$ cat src/rtl/tick_timer_pkg.sv
package tick_timer_pkg;

    localparam int unsigned WORD_W_DEF = 64;

    typedef enum logic [1:0] {
        KIND_TICK = 2'd0,
        KIND_SYS  = 2'd1,
        KIND_HYP  = 2'd2
    } timer_kind_e;

    // compare state held between limit writes
    typedef struct packed {
        logic armed;   // a compare is pending
        logic late;    // value was at or behind the count when written
        logic dis;     // interrupt-disable flag from the last limit write
    } cmp_flags_t;

    localparam cmp_flags_t CMP_FLAGS_RESET = '{armed: 1'b0, late: 1'b0, dis: 1'b1};

    function automatic logic kind_uses_tick_line(input timer_kind_e k);
        return k == KIND_TICK;
    endfunction

endpackage

$ cat src/rtl/tick_count.sv
module tick_count #(
    parameter int unsigned VAL_W = 63
) (
    input  logic             clk,
    input  logic             rst,
    input  logic             wr_en,
    input  logic [VAL_W:0]   wr_word,
    output logic [VAL_W-1:0] cnt,
    output logic             trap_flag
);

    always_ff @(posedge clk) begin
        if (rst) begin
            cnt       <= '0;
            trap_flag <= 1'b1;
        end else if (wr_en) begin
            cnt       <= wr_word[VAL_W-1:0];
            trap_flag <= wr_word[VAL_W];
        end else begin
            cnt       <= cnt + 1'b1;
        end
    end


    count_step_chk: assert property (@(posedge clk) disable iff (rst)
        (!$past(rst) && !$past(wr_en)) |-> (cnt == $past(cnt) + 1'b1));


    trap_hold_chk: assert property (@(posedge clk) disable iff (rst)
        (!$past(rst) && !$past(wr_en)) |-> $stable(trap_flag));

endmodule

$ cat src/rtl/tick_compare.sv
module tick_compare
    import tick_timer_pkg::*;
#(
    parameter int unsigned VAL_W = 63
) (
    input  logic             clk,
    input  logic             rst,
    input  logic             wr_en,
    input  logic [VAL_W:0]   wr_word,
    input  logic [VAL_W-1:0] cnt,
    output logic             fire
);

    logic [VAL_W-1:0] lim_val;
    cmp_flags_t       flags;
    logic             fire_q;
    logic             hit;
    logic [VAL_W-1:0] new_val;
    logic             new_dis;

    assign new_val = wr_word[VAL_W-1:0];
    assign new_dis = wr_word[VAL_W];

    // equality each cycle; the magnitude test is done once, at the write
    assign hit = flags.armed && (flags.late || (cnt == lim_val));

    always_ff @(posedge clk) begin
        if (rst) begin
            lim_val <= '0;
            flags   <= CMP_FLAGS_RESET;
            fire_q  <= 1'b0;
        end else begin
            fire_q <= 1'b0;
            if (wr_en) begin
                lim_val     <= new_val;
                flags.dis   <= new_dis;
                flags.armed <= (|new_val) && !new_dis;
                flags.late  <= (new_val <= cnt);
            end else if (hit) begin
                fire_q      <= 1'b1;
                flags.armed <= 1'b0;
                flags.late  <= 1'b0;
            end
        end
    end

    assign fire = fire_q;


    fire_needs_arm_chk: assert property (@(posedge clk) disable iff (rst)
        fire_q |-> $past(flags.armed));


    pulse_width_chk: assert property (@(posedge clk) disable iff (rst)
        fire_q |=> !fire_q);


    fire_once_chk: assert property (@(posedge clk) disable iff (rst)
        fire_q |-> !flags.armed);


    dis_blocks_chk: assert property (@(posedge clk) disable iff (rst)
        flags.dis |-> !flags.armed);


    zero_blocks_chk: assert property (@(posedge clk) disable iff (rst)
        flags.armed |-> (lim_val != '0));


    late_fire_chk: assert property (@(posedge clk) disable iff (rst)
        (flags.armed && flags.late && !wr_en) |=> fire_q);

endmodule

$ cat src/rtl/tick_route.sv
module tick_route
    import tick_timer_pkg::*;
#(
    parameter timer_kind_e KIND = KIND_TICK
) (
    input  logic fire,
    output logic set_tick,
    output logic set_stick
);

    generate
        if (kind_uses_tick_line(KIND)) begin : g_tick_line
            assign set_tick  = fire;
            assign set_stick = 1'b0;
        end else begin : g_stick_line
            assign set_tick  = 1'b0;
            assign set_stick = fire;
        end
    endgenerate

endmodule

$ cat src/rtl/tick_timer.sv
module tick_timer
    import tick_timer_pkg::*;
#(
    parameter timer_kind_e KIND   = KIND_TICK,
    parameter int unsigned WORD_W = WORD_W_DEF
) (
    input  logic              clk,
    input  logic              rst,
    input  logic              cnt_wr_en,
    input  logic [WORD_W-1:0] cnt_wr_data,
    output logic [WORD_W-1:0] cnt_rd_data,
    input  logic              lim_wr_en,
    input  logic [WORD_W-1:0] lim_wr_data,
    output logic              set_tick_irq,
    output logic              set_stick_irq
);

    localparam int unsigned VAL_W = WORD_W - 1;

    logic [VAL_W-1:0] cnt;
    logic             trap_flag;
    logic             fire;

    tick_count #(.VAL_W(VAL_W)) u_count (
        .clk       (clk),
        .rst       (rst),
        .wr_en     (cnt_wr_en),
        .wr_word   (cnt_wr_data),
        .cnt       (cnt),
        .trap_flag (trap_flag)
    );

    tick_compare #(.VAL_W(VAL_W)) u_compare (
        .clk     (clk),
        .rst     (rst),
        .wr_en   (lim_wr_en),
        .wr_word (lim_wr_data),
        .cnt     (cnt),
        .fire    (fire)
    );

    tick_route #(.KIND(KIND)) u_route (
        .fire      (fire),
        .set_tick  (set_tick_irq),
        .set_stick (set_stick_irq)
    );

    assign cnt_rd_data = {trap_flag, cnt};


    route_onehot_chk: assert property (@(posedge clk) disable iff (rst)
        $onehot0({set_tick_irq, set_stick_irq}));


    reset_quiet_chk: assert property (@(posedge clk)
        $past(rst) |-> !(set_tick_irq || set_stick_irq));

endmodule

$ cat config.mk
export PLATFORM = sky130hd
export DESIGN_NAME = tick_timer
export DESIGN_NICKNAME = d
export VERILOG_FILES = /design/src/rtl/tick_timer_pkg.sv /design/src/rtl/tick_count.sv /design/src/rtl/tick_compare.sv /design/src/rtl/tick_route.sv /design/src/rtl/tick_timer.sv
export SDC_FILE = /design/constraint.sdc
export NUM_CORES = 1
export LEC_CHECK = 0
export BUFFER_PORTS_ARGS = -buffer_cell sky130_fd_sc_hd__buf_4
export CAP_MARGIN = 40
export CELL_PAD_IN_SITES_DETAIL_PLACEMENT = 0
export CELL_PAD_IN_SITES_GLOBAL_PLACEMENT = 2
export CORE_ASPECT_RATIO = 1.25
export CORE_MARGIN = 2
export CORE_UTILIZATION = 34
export CTS_CLUSTER_SIZE = 20
export DETAILED_ROUTE_END_ITERATION = 8
export PLACE_DENSITY_LB_ADDON = 0.2
export SLEW_MARGIN = 5
export SYNTH_ARGS = -nofsm -noshare
export SYNTH_HDL_FRONTEND = slang
export SYNTH_SLANG_ARGS = --single-unit
export TNS_END_PERCENT = 10
$ cat constraint.sdc
create_clock -name clk -period 7.67 [get_ports clk]
set_input_delay 0 -clock clk [delete_from_list [all_inputs] [get_ports clk]]
set_output_delay 0 -clock clk [all_outputs]
set_load 0.05 [all_outputs]
==> Flow_metrics.wiki, run 1 <==
{| class="wikitable"
! Metric !! Value
|-
| Result of the run || finished clean
|-
| Number of top-level pins || between 150 and 200
|-
| Internal power summed over all cells || 0.00151 W
|-
| Ys async rst share || 0
|-
| Clk sink count || 130
|-
| Clock tree from TritonCTS || yes
|-
| Buffering stage count on the worst path with inverters included || 1
|-
| Multi-input logic area || 4970 um2
|-
| Syn Std Cell Area || 8040 um2
|-
| Number of nets with antenna violations after routing || 0
|-
| Fin nets || approximately 1500
|-
| Share of total power in combinational logic || 0.237
|-
| Worst Hold End || u_count.cnt[20]
|-
| Start of the worst register-to-register path || u_count.cnt[27]
|-
| Final setup violation count || 0
|-
| Worst endpoint required time || 7970 ps
|-
| Min-Delay Startpoint || cnt_wr_en
|-
| Layout overhead on the synthesized area || 46.0%
|-
| Sequential power share || 0.357
|-
| Wire length per cell after detailed routing || roughly 19 um
|-
| Clock slew at the register clock pins of the worst setup and hold paths || about 60 ps
|-
| Startpoint class of the critical path || flop
|-
| ANT cells || 0
|-
| Max-capacitance violation count || 0
|-
| Post-Route Skew || just under 8 ps
|-
| Number of antenna violations at the first check in global routing || 0
|-
| Number of placed instances, taps included || 1405
|-
| H-tree Lvls || 4
|-
| Area share of the largest cell type after synthesis || 0.324
|-
| Largest fanout on the critical path || 18
|-
| Aggregate negative setup slack || 0 ps
|-
| Warnings, synthesis || 0
|-
| Terminus of the critical flop-to-flop path || u_count.cnt[61]
|-
| Sequential fraction of the synthesis area || 0.324
|-
| Post-layout util || 0.508
|-
| Total grt overflow || 0
|-
| Most used DFF post-synth || dfxtp_1
|-
| Remaining design rule violation count || 0
|-
| Reg-to-reg slack, setup || ~4700 ps
|-
| Minimum clock period after layout || just under 3000 ps
|-
| Largest net degree at the start of global routing || 73
|-
| Number of cells traversed by the worst register-to-register path || 7
|-
| Critical-path top delay cell || or4_4
|-
| Hold slack final || between 10 and 15 ps
|-
| Hold Path Depth || 3
|-
| Total track usage || 0.241
|-
| Biggest area contributors in the synthesized netlist || dfxtp_1 (32%), xnor2_1 (11%), ha_1 (10%)
|-
| Power per unit of standard cell area || 185 nW/um2
|-
| Filler Cell Count || roughly 2300
|-
| Switching power summed over all nets || around 0.00066 W
|-
| Horizontal extent of the die || approximately 140 um
|-
| Measured slew at the worst slew-check pin || 829 ps
|-
| Vias in the first global route || 8089
|-
| Maximum buffer depth of the clock tree || 2
|-
| Clock insertion delay at the later pin of the skew report || between 400 and 500 ps
|-
| Post-synth EDFFs || 0
|-
| Pre-antenna DRT Iters || 5
|-
| Number of hold violations in the final report || 0
|-
| Non-filler cells in the finished layout || 1574
|-
| Endpoint arrival time on the critical path || about 3300 ps
|-
| Category of the worst setup path capture point || flop
|-
| Achievable clock frequency || around 0.34 GHz
|-
| Vias/cell || about 5
|-
| Area taken by flip-flops and latches || 2600 um2
|-
| Crit path largest cell delay || ~560 ps
|-
| Net count of the mapped netlist || about 1200
|-
| Dominant cell type by area after synthesis || dfxtp_1
|-
| Post-detail-place hpwl || roughly 22000 um
|-
| Leading cell types in the layout, fill and taps excluded || buf_4 (203), dlygate4sd3_1 (137), dfxtp_1 (130), nor2_1 (125), xnor2_1 (97)
|-
| Gate count after technology mapping || 963
|-
| Worst hold path class || input pin to flop
|-
| Critical path's most frequent cell || or4_4
|-
| CTS Buf Count || 17
|-
| Post-route fraction of the period consumed by the critical path || 0.388
|-
| Number of synthesized register bits || 130
|-
| Net Sw Frac || 0.306
|-
| Root Buffer || clkbuf_16
|-
| Setup repair after global routing missed its margin || no
|-
| Chip height || 176 um
|-
| Most frequent standard cell in the layout excluding fill and tap cells || buf_4
|-
| Vias after detailed routing || ~8000
|-
| Peak supply drop || 0.161 mV
|-
| Count of port buffers added during placement || about 200
|-
| Top delay family on crit path || simple AND/OR/NAND/NOR gates
|-
| Starting DRC count in detailed routing || about 330
|-
| First-pass GRT wire length || ~46000 um
|-
| FP Rows || 62
|-
| Class of the most critical setup path || flop to flop
|-
| Fraction of final layout cells with drive strength greater than 1 || 0.188
|-
| Full die area || ~25000 um2
|-
| Distinct cell type count of the synthesized netlist || 45
|-
| Crit. Startpoint || u_count.cnt[27]
|-
| Core area || 23100 um2
|-
| Final number of max-transition violations || 0
|-
| Cell leakage power || between 4 and 5 nW
|-
| Initial core utilization || 0.348
|-
| Cell-by-cell trace of the critical path || nand4_2 -> or4_4 -> or3_1 -> buf_4 -> or4_4 -> o31a_1 -> o311a_1
|-
| Total Routed Length || 29600 um
|-
| Number of gates resized after cts || 0
|-
| Mean cell area of the mapped netlist || 8.35 um2
|-
| Share of total power in the clock network || 0.406
|-
| Relative slew slack || 0.443
|-
| Placer's final routability congestion estimate || ~0.83
|}
layer usage:
layer | vias to the layer above | track usage | routed length [um] | part of all wire
met3 | 29 | 0.0353 | 1020 | 0.035
met1 | 3757 | 0.303 | 13300 | 0.45
met5 | - | 0 | 0 | 0
li1 | 4015 | - | - | -
met2 | 186 | 0.427 | 14700 | 0.50
met4 | 0 | 0.0738 | 667 | 0.023
worst reg2reg max path: stages (launching register included):
cell and delay, ps:
dfxtp_1 440, nand4_2 200, or4_4 560, or3_1 380, buf_4 210, or4_4 510
o31a_1 260, o311a_1 300
power by group through the flow:
stage | registers [W] | clock network, W | logic [W]
2_1_floorplan | 0.000851 | 0 | 0.000210
3_3_place_gp | 0.000790 | 0 | 0.000461
3_5_place_dp | 0.000791 | 0 | 0.000462
4_1_cts | 0.000776 | 0.000899 | 0.000520
5_1_grt | 0.000783 | 0.000933 | 0.000563
6_report | 0.000777 | 0.000883 | 0.000516
cells by family after synthesis:
group / after synthesis / share of synthesized area
other: 1 / 0.000466
multiplexers: 65 / 0.0809
buffers and inverters: 120 / 0.0580
AND/OR/NAND/NOR: 339 / 0.207
flip-flops: 130 / 0.324
AO/OA/AOI/OAI: 124 / 0.0997
XOR/XNOR: 120 / 0.131
adder cells (fa/ha/maj): 64 / 0.0996
timing repair:
action                                 4_1_cts  5_1_grt
hold buffers                               137        0
buffers inserted                             0        0
endpoints found under the hold margin      128        0
area by class of cell:
cell class | instances | area share
Inverter | 70 | 0.0225
Timing Repair Buffer | 341 | 0.249
Sequential cell | 130 | 0.222
Clock buffer | 22 | 0.0395
Multi-Input combinational cell | 713 | 0.424
Tap cell | 288 | 0.0307
Clock inverter | 10 | 0.0133
cells in the mapped netlist, drive strengths merged (36+ instances only):
library cell / n
ha: 64
a211oi: 44
mux2i: 65
a21oi: 44
inv: 70
clkbuf: 36
nand2: 48
nand4: 45
dfxtp: 130
nor4: 55
nor2: 125
xnor2: 97
registers in the layout, summed over array words and instances (netlist names):
register           count
u_compare.flags        2
u_compare.lim_val     63
u_count.cnt           63
u_count.trap_flag      1
u_compare.fire         1
how the worst max path moves through the flow:
stage                                  to  slack [ps]  depth (start not counted)
after floorplan           u_count.cnt[61]        4570                          7
after global placement    u_count.cnt[61]        4780                          7
after detailed placement  u_count.cnt[61]        4700                          7
after CTS                 u_count.cnt[61]        4690                          7
after global routing      u_count.cnt[61]        4590                          7
final                     u_count.cnt[61]        4690                          7
per-stage QoR:
| step | area (um2) | power [W] | worst slack, ps |
|---|---|---|---|
| after floorplan | 8040 | 0.00106 | 4570 |
| after global placement | 9720 | 0.00125 | 4780 |
| after detailed placement | 9750 | 0.00125 | 4700 |
| after CTS | 11700 | 0.00219 | 4690 |
| after global routing | 11700 | 0.00228 | 4590 |
| final | 11700 | 0.00218 | 4690 |
Power figures use the tool's default switching activity.
==> inputs of run 2 (changes only) <==
CORE_UTILIZATION = 28   (was 34)
clock period = 2.45 ns   (was 7.67 ns; I/O delays follow)
==> run 2 against run 1 <==
  * The flow now finishes with violations (setup timing)
  * Setup slack worse by 4700 ps
  * Clock power increased to 2.9 times the previous value
  * Non-clock buffer count increased by 86
  * Wire length rose by 8.5%
  * Fmax rose by 19%
  * Register-to-register slack got worse by 4700 ps
  * Worst hold slack worse by 12 ps
  * Highest routed layer unchanged
  * Critical endpoint unchanged
  * Core utilization shrank 6.2 points
  * Final cell count is 9.7% higher
  * Global-route usage decreased by 2.7 points
==> Flow_metrics.wiki, run 2 (same netlist as run 1, synthesis figures left out) <==
{| class="wikitable"
! Metric !! Value
|-
| Result of the run || complete, but fails checks (was finished clean)
|-
| Violated checks || setup timing
|-
| Number of top-level pins || 198 (unchanged)
|-
| Largest registers || u_compare.lim_val: 63 flops, u_count.cnt: 63 flops, u_compare.flags: 2 flops (unchanged)
|-
| Initial core utilization || 0.284 (was 0.348)
|-
| Critical-path top delay cell || or4_4 (unchanged)
|-
| Cell leakage power || 5.35 nW (was 4.90 nW)
|-
| Start of the worst register-to-register path || u_count.cnt[29] (was u_count.cnt[27])
|-
| Number of hold violations in the final report || 0 (unchanged)
|-
| Worst endpoint required time || 2770 ps (was 7970 ps)
|-
| Wire length per cell after detailed routing || 18.6 um (was 18.8 um)
|-
| ANT cells || 0 (unchanged)
|-
| Crit path largest cell delay || 530 ps (was 560 ps)
|-
| Minimum clock period after layout || 2490 ps (was 2980 ps)
|-
| Clock insertion delay at the later pin of the skew report || 440 ps (was 430 ps)
|-
| Fraction of final layout cells with drive strength greater than 1 || 0.250 (was 0.188)
|-
| Post-layout util || 0.446 (was 0.508)
|-
| First-pass GRT wire length || 49200 um (was 45900 um)
|-
| Critical path's most frequent cell || or4_4 (unchanged)
|-
| Hold slack final || 1.21 ps (was 13.4 ps)
|-
| Cell-by-cell trace of the critical path || nand4_4 -> or4_4 -> or3_4 -> or4_4 -> o31a_1 -> o311a_1 (was nand4_2 -> or4_4 -> or3_1 -> buf_4 -> or4_4 -> o31a_1 -> o311a_1)
|-
| Max-capacitance violation count || 0 (unchanged)
|-
| Vias/cell || 4.80 (was 5.07)
|-
| Largest net degree at the start of global routing || 40 (was 73)
|-
| Peak supply drop || 0.366 mV (was 0.161 mV)
|-
| Measured slew at the worst slew-check pin || 668 ps (was 829 ps)
|-
| Final number of max-transition violations || 0 (unchanged)
|-
| Fin nets || 1555 (was 1469)
|-
| Number of nets with antenna violations after routing || 0 (unchanged)
|-
| Remaining design rule violation count || 0 (unchanged)
|-
| Vias in the first global route || 8454 (was 8089)
|-
| Most frequent standard cell in the layout excluding fill and tap cells || buf_4 (unchanged)
|-
| Post-Route Skew || 16.0 ps (was 7.95 ps)
|-
| Number of antenna violations at the first check in global routing || 0 (unchanged)
|-
| Chip height || 193 um (was 176 um)
|-
| Final setup violation count || 1 (was 0)
|-
| Vias after detailed routing || 8290 (was 7987)
|-
| Layout overhead on the synthesized area || 57.0% (was 46.0%)
|-
| Endpoint arrival time on the critical path || 2810 ps (was 3280 ps)
|-
| Clk sink count || 130 (unchanged)
|-
| Non-filler cells in the finished layout || 1727 (was 1574)
|-
| Total setup buffers inserted after CTS || 0 (unchanged)
|-
| Starting DRC count in detailed routing || 285 (was 327)
|-
| Number of cells traversed by the worst register-to-register path || 6 (was 7)
|-
| Setup WS pre-CTS || -77.6 ps (was 4700 ps)
|-
| Placer's final routability congestion estimate || 0.788 (was 0.832)
|-
| Area taken by flip-flops and latches || 2630 um2 (was 2600 um2)
|-
| Crit. Startpoint || u_count.cnt[29] (was u_count.cnt[27])
|-
| Post-detail-place hpwl || 24700 um (was 21900 um)
|-
| Achievable clock frequency || 0.401 GHz (was 0.336 GHz)
|-
| Root Buffer || clkbuf_16 (unchanged)
|-
| Sum of internal, switching and leakage power || 0.00677 W (was 0.00218 W)
|-
| Worst setup path endpoint || u_count.cnt[61] (unchanged)
|-
| Maximum buffer depth of the clock tree || 2 (unchanged)
|-
| Post-route fraction of the period consumed by the critical path || 1.02 (was 0.388)
|-
| Leading cell types in the layout, fill and taps excluded || buf_4 (274), dlygate4sd3_1 (149), nor2_1 (125), dfxtp_1 (120), xnor2_1 (97) (was buf_4 (203), dlygate4sd3_1 (137), dfxtp_1 (130), nor2_1 (125), xnor2_1 (97))
|-
| Buffering stage count on the worst path with inverters included || 0 (was 1)
|-
| Count of port buffers added during placement || 196 (unchanged)
|-
| Setup repair after global routing missed its margin || yes (was no)
|-
| Pre-antenna DRT Iters || 4 (was 5)
|-
| Clock slew at the register clock pins of the worst setup and hold paths || 60 ps (about the same)
|-
| Total Routed Length || 32100 um (was 29600 um)
|-
| Worst hold path class || input pin to flop (unchanged)
|-
| Critical Path Stages || 6 (was 7)
|-
| Filler Cell Count || 2903 (was 2263)
|-
| Top delay family on crit path || simple AND/OR/NAND/NOR gates (unchanged)
|-
| Total grt overflow || 0 (unchanged)
|-
| Relative slew slack || 0.551 (was 0.443)
|-
| CTS Buf Count || 17 (unchanged)
|-
| Multi-input logic area || 5070 um2 (was 4970 um2)
|-
| Horizontal extent of the die || 156 um (was 142 um)
|-
| Class of the most critical setup path || flop to flop (unchanged)
|-
| Final WS setup || -41.1 ps (was 4690 ps)
|-
| Reg-to-reg slack, setup || -40 ps (was 4690 ps)
|-
| Power per unit of standard cell area || 536 nW/um2 (was 185 nW/um2)
|-
| Core area || 28300 um2 (was 23100 um2)
|-
| Category of the worst setup path capture point || flop (unchanged)
|-
| Terminus of the critical flop-to-flop path || u_count.cnt[61] (unchanged)
|-
| FP Rows || 69 (was 62)
|-
| Number of placed instances, taps included || 1546 (was 1405)
|-
| Clock tree from TritonCTS || yes (unchanged)
|-
| H-tree Lvls || 4 (unchanged)
|-
| Full die area || 30100 um2 (was 24900 um2)
|-
| Total track usage || 0.214 (was 0.241)
|-
| Largest fanout on the critical path || 2 (was 18)
|-
| Startpoint class of the critical path || flop (unchanged)
|}
[run 2: layout make-up]
class | count | share of cell area
flip-flops and latches | 130 | 0.208
repair buffers | 427 | 0.287
clock buffers | 21 | 0.0382
inverters | 70 | 0.0209
well taps | 355 | 0.0352
multi-input cells | 713 | 0.402
clock inverters | 11 | 0.00823
[run 2: timing repair]
item                       4_1_cts  5_1_grt
hold endpoints to repair       128        0
gates cloned                     0        0
setup endpoints to repair        1       13
pin swaps                        0        0
hold buffers                   149        0
gates resized for setup          1       13
[run 2: metal layers]
layer,GRT usage,part of all wire,vias up
li1,-,-,4195
met1,0.272,0.45,3922
met2,0.382,0.51,150
met3,0.0307,0.028,23
met4,0.0479,0.012,0
met5,0,0,-
[run 2: worst min-delay path by stage]
stage	to	slack (ps)	from	cells past startpoint
2_1_floorplan	u_count.trap_flag	130	cnt_wr_data[63]	2
3_3_place_gp	u_count.trap_flag	220	cnt_wr_data[63]	3
3_5_place_dp	u_count.cnt[24]	230	cnt_wr_data[24]	2
4_1_cts	u_count.cnt[9]	0.6	cnt_wr_en	3
5_1_grt	u_count.cnt[5]	20	cnt_wr_en	3
6_report	u_count.cnt[5]	1	cnt_wr_en	3
[run 2: per-stage QoR]
stage | setup TNS [ps] | instance area [um2]
finish | -41.1 | 12600
global route | -150 | 12600
CTS | -48.7 | 12500
detailed placement | -77.6 | 10500
global placement | -51.2 | 10500
floorplan | -1140 | 8080
[run 2: worst min-delay path, stage by stage]
cell	delay [ps]
buf_4	230
nand2_1	100
a21oi_1	50
[run 2: where the power goes]
part | internal (W) | switching, W | leakage [nW] | total, W
logic | 0.000830 | 0.00100 | 3.99 | 0.00183
registers | 0.00225 | 0.000105 | 1.08 | 0.00236
clock network | 0.00151 | 0.00107 | 0.272 | 0.00258
total | 0.00459 | 0.00217 | 5.35 | 0.00677
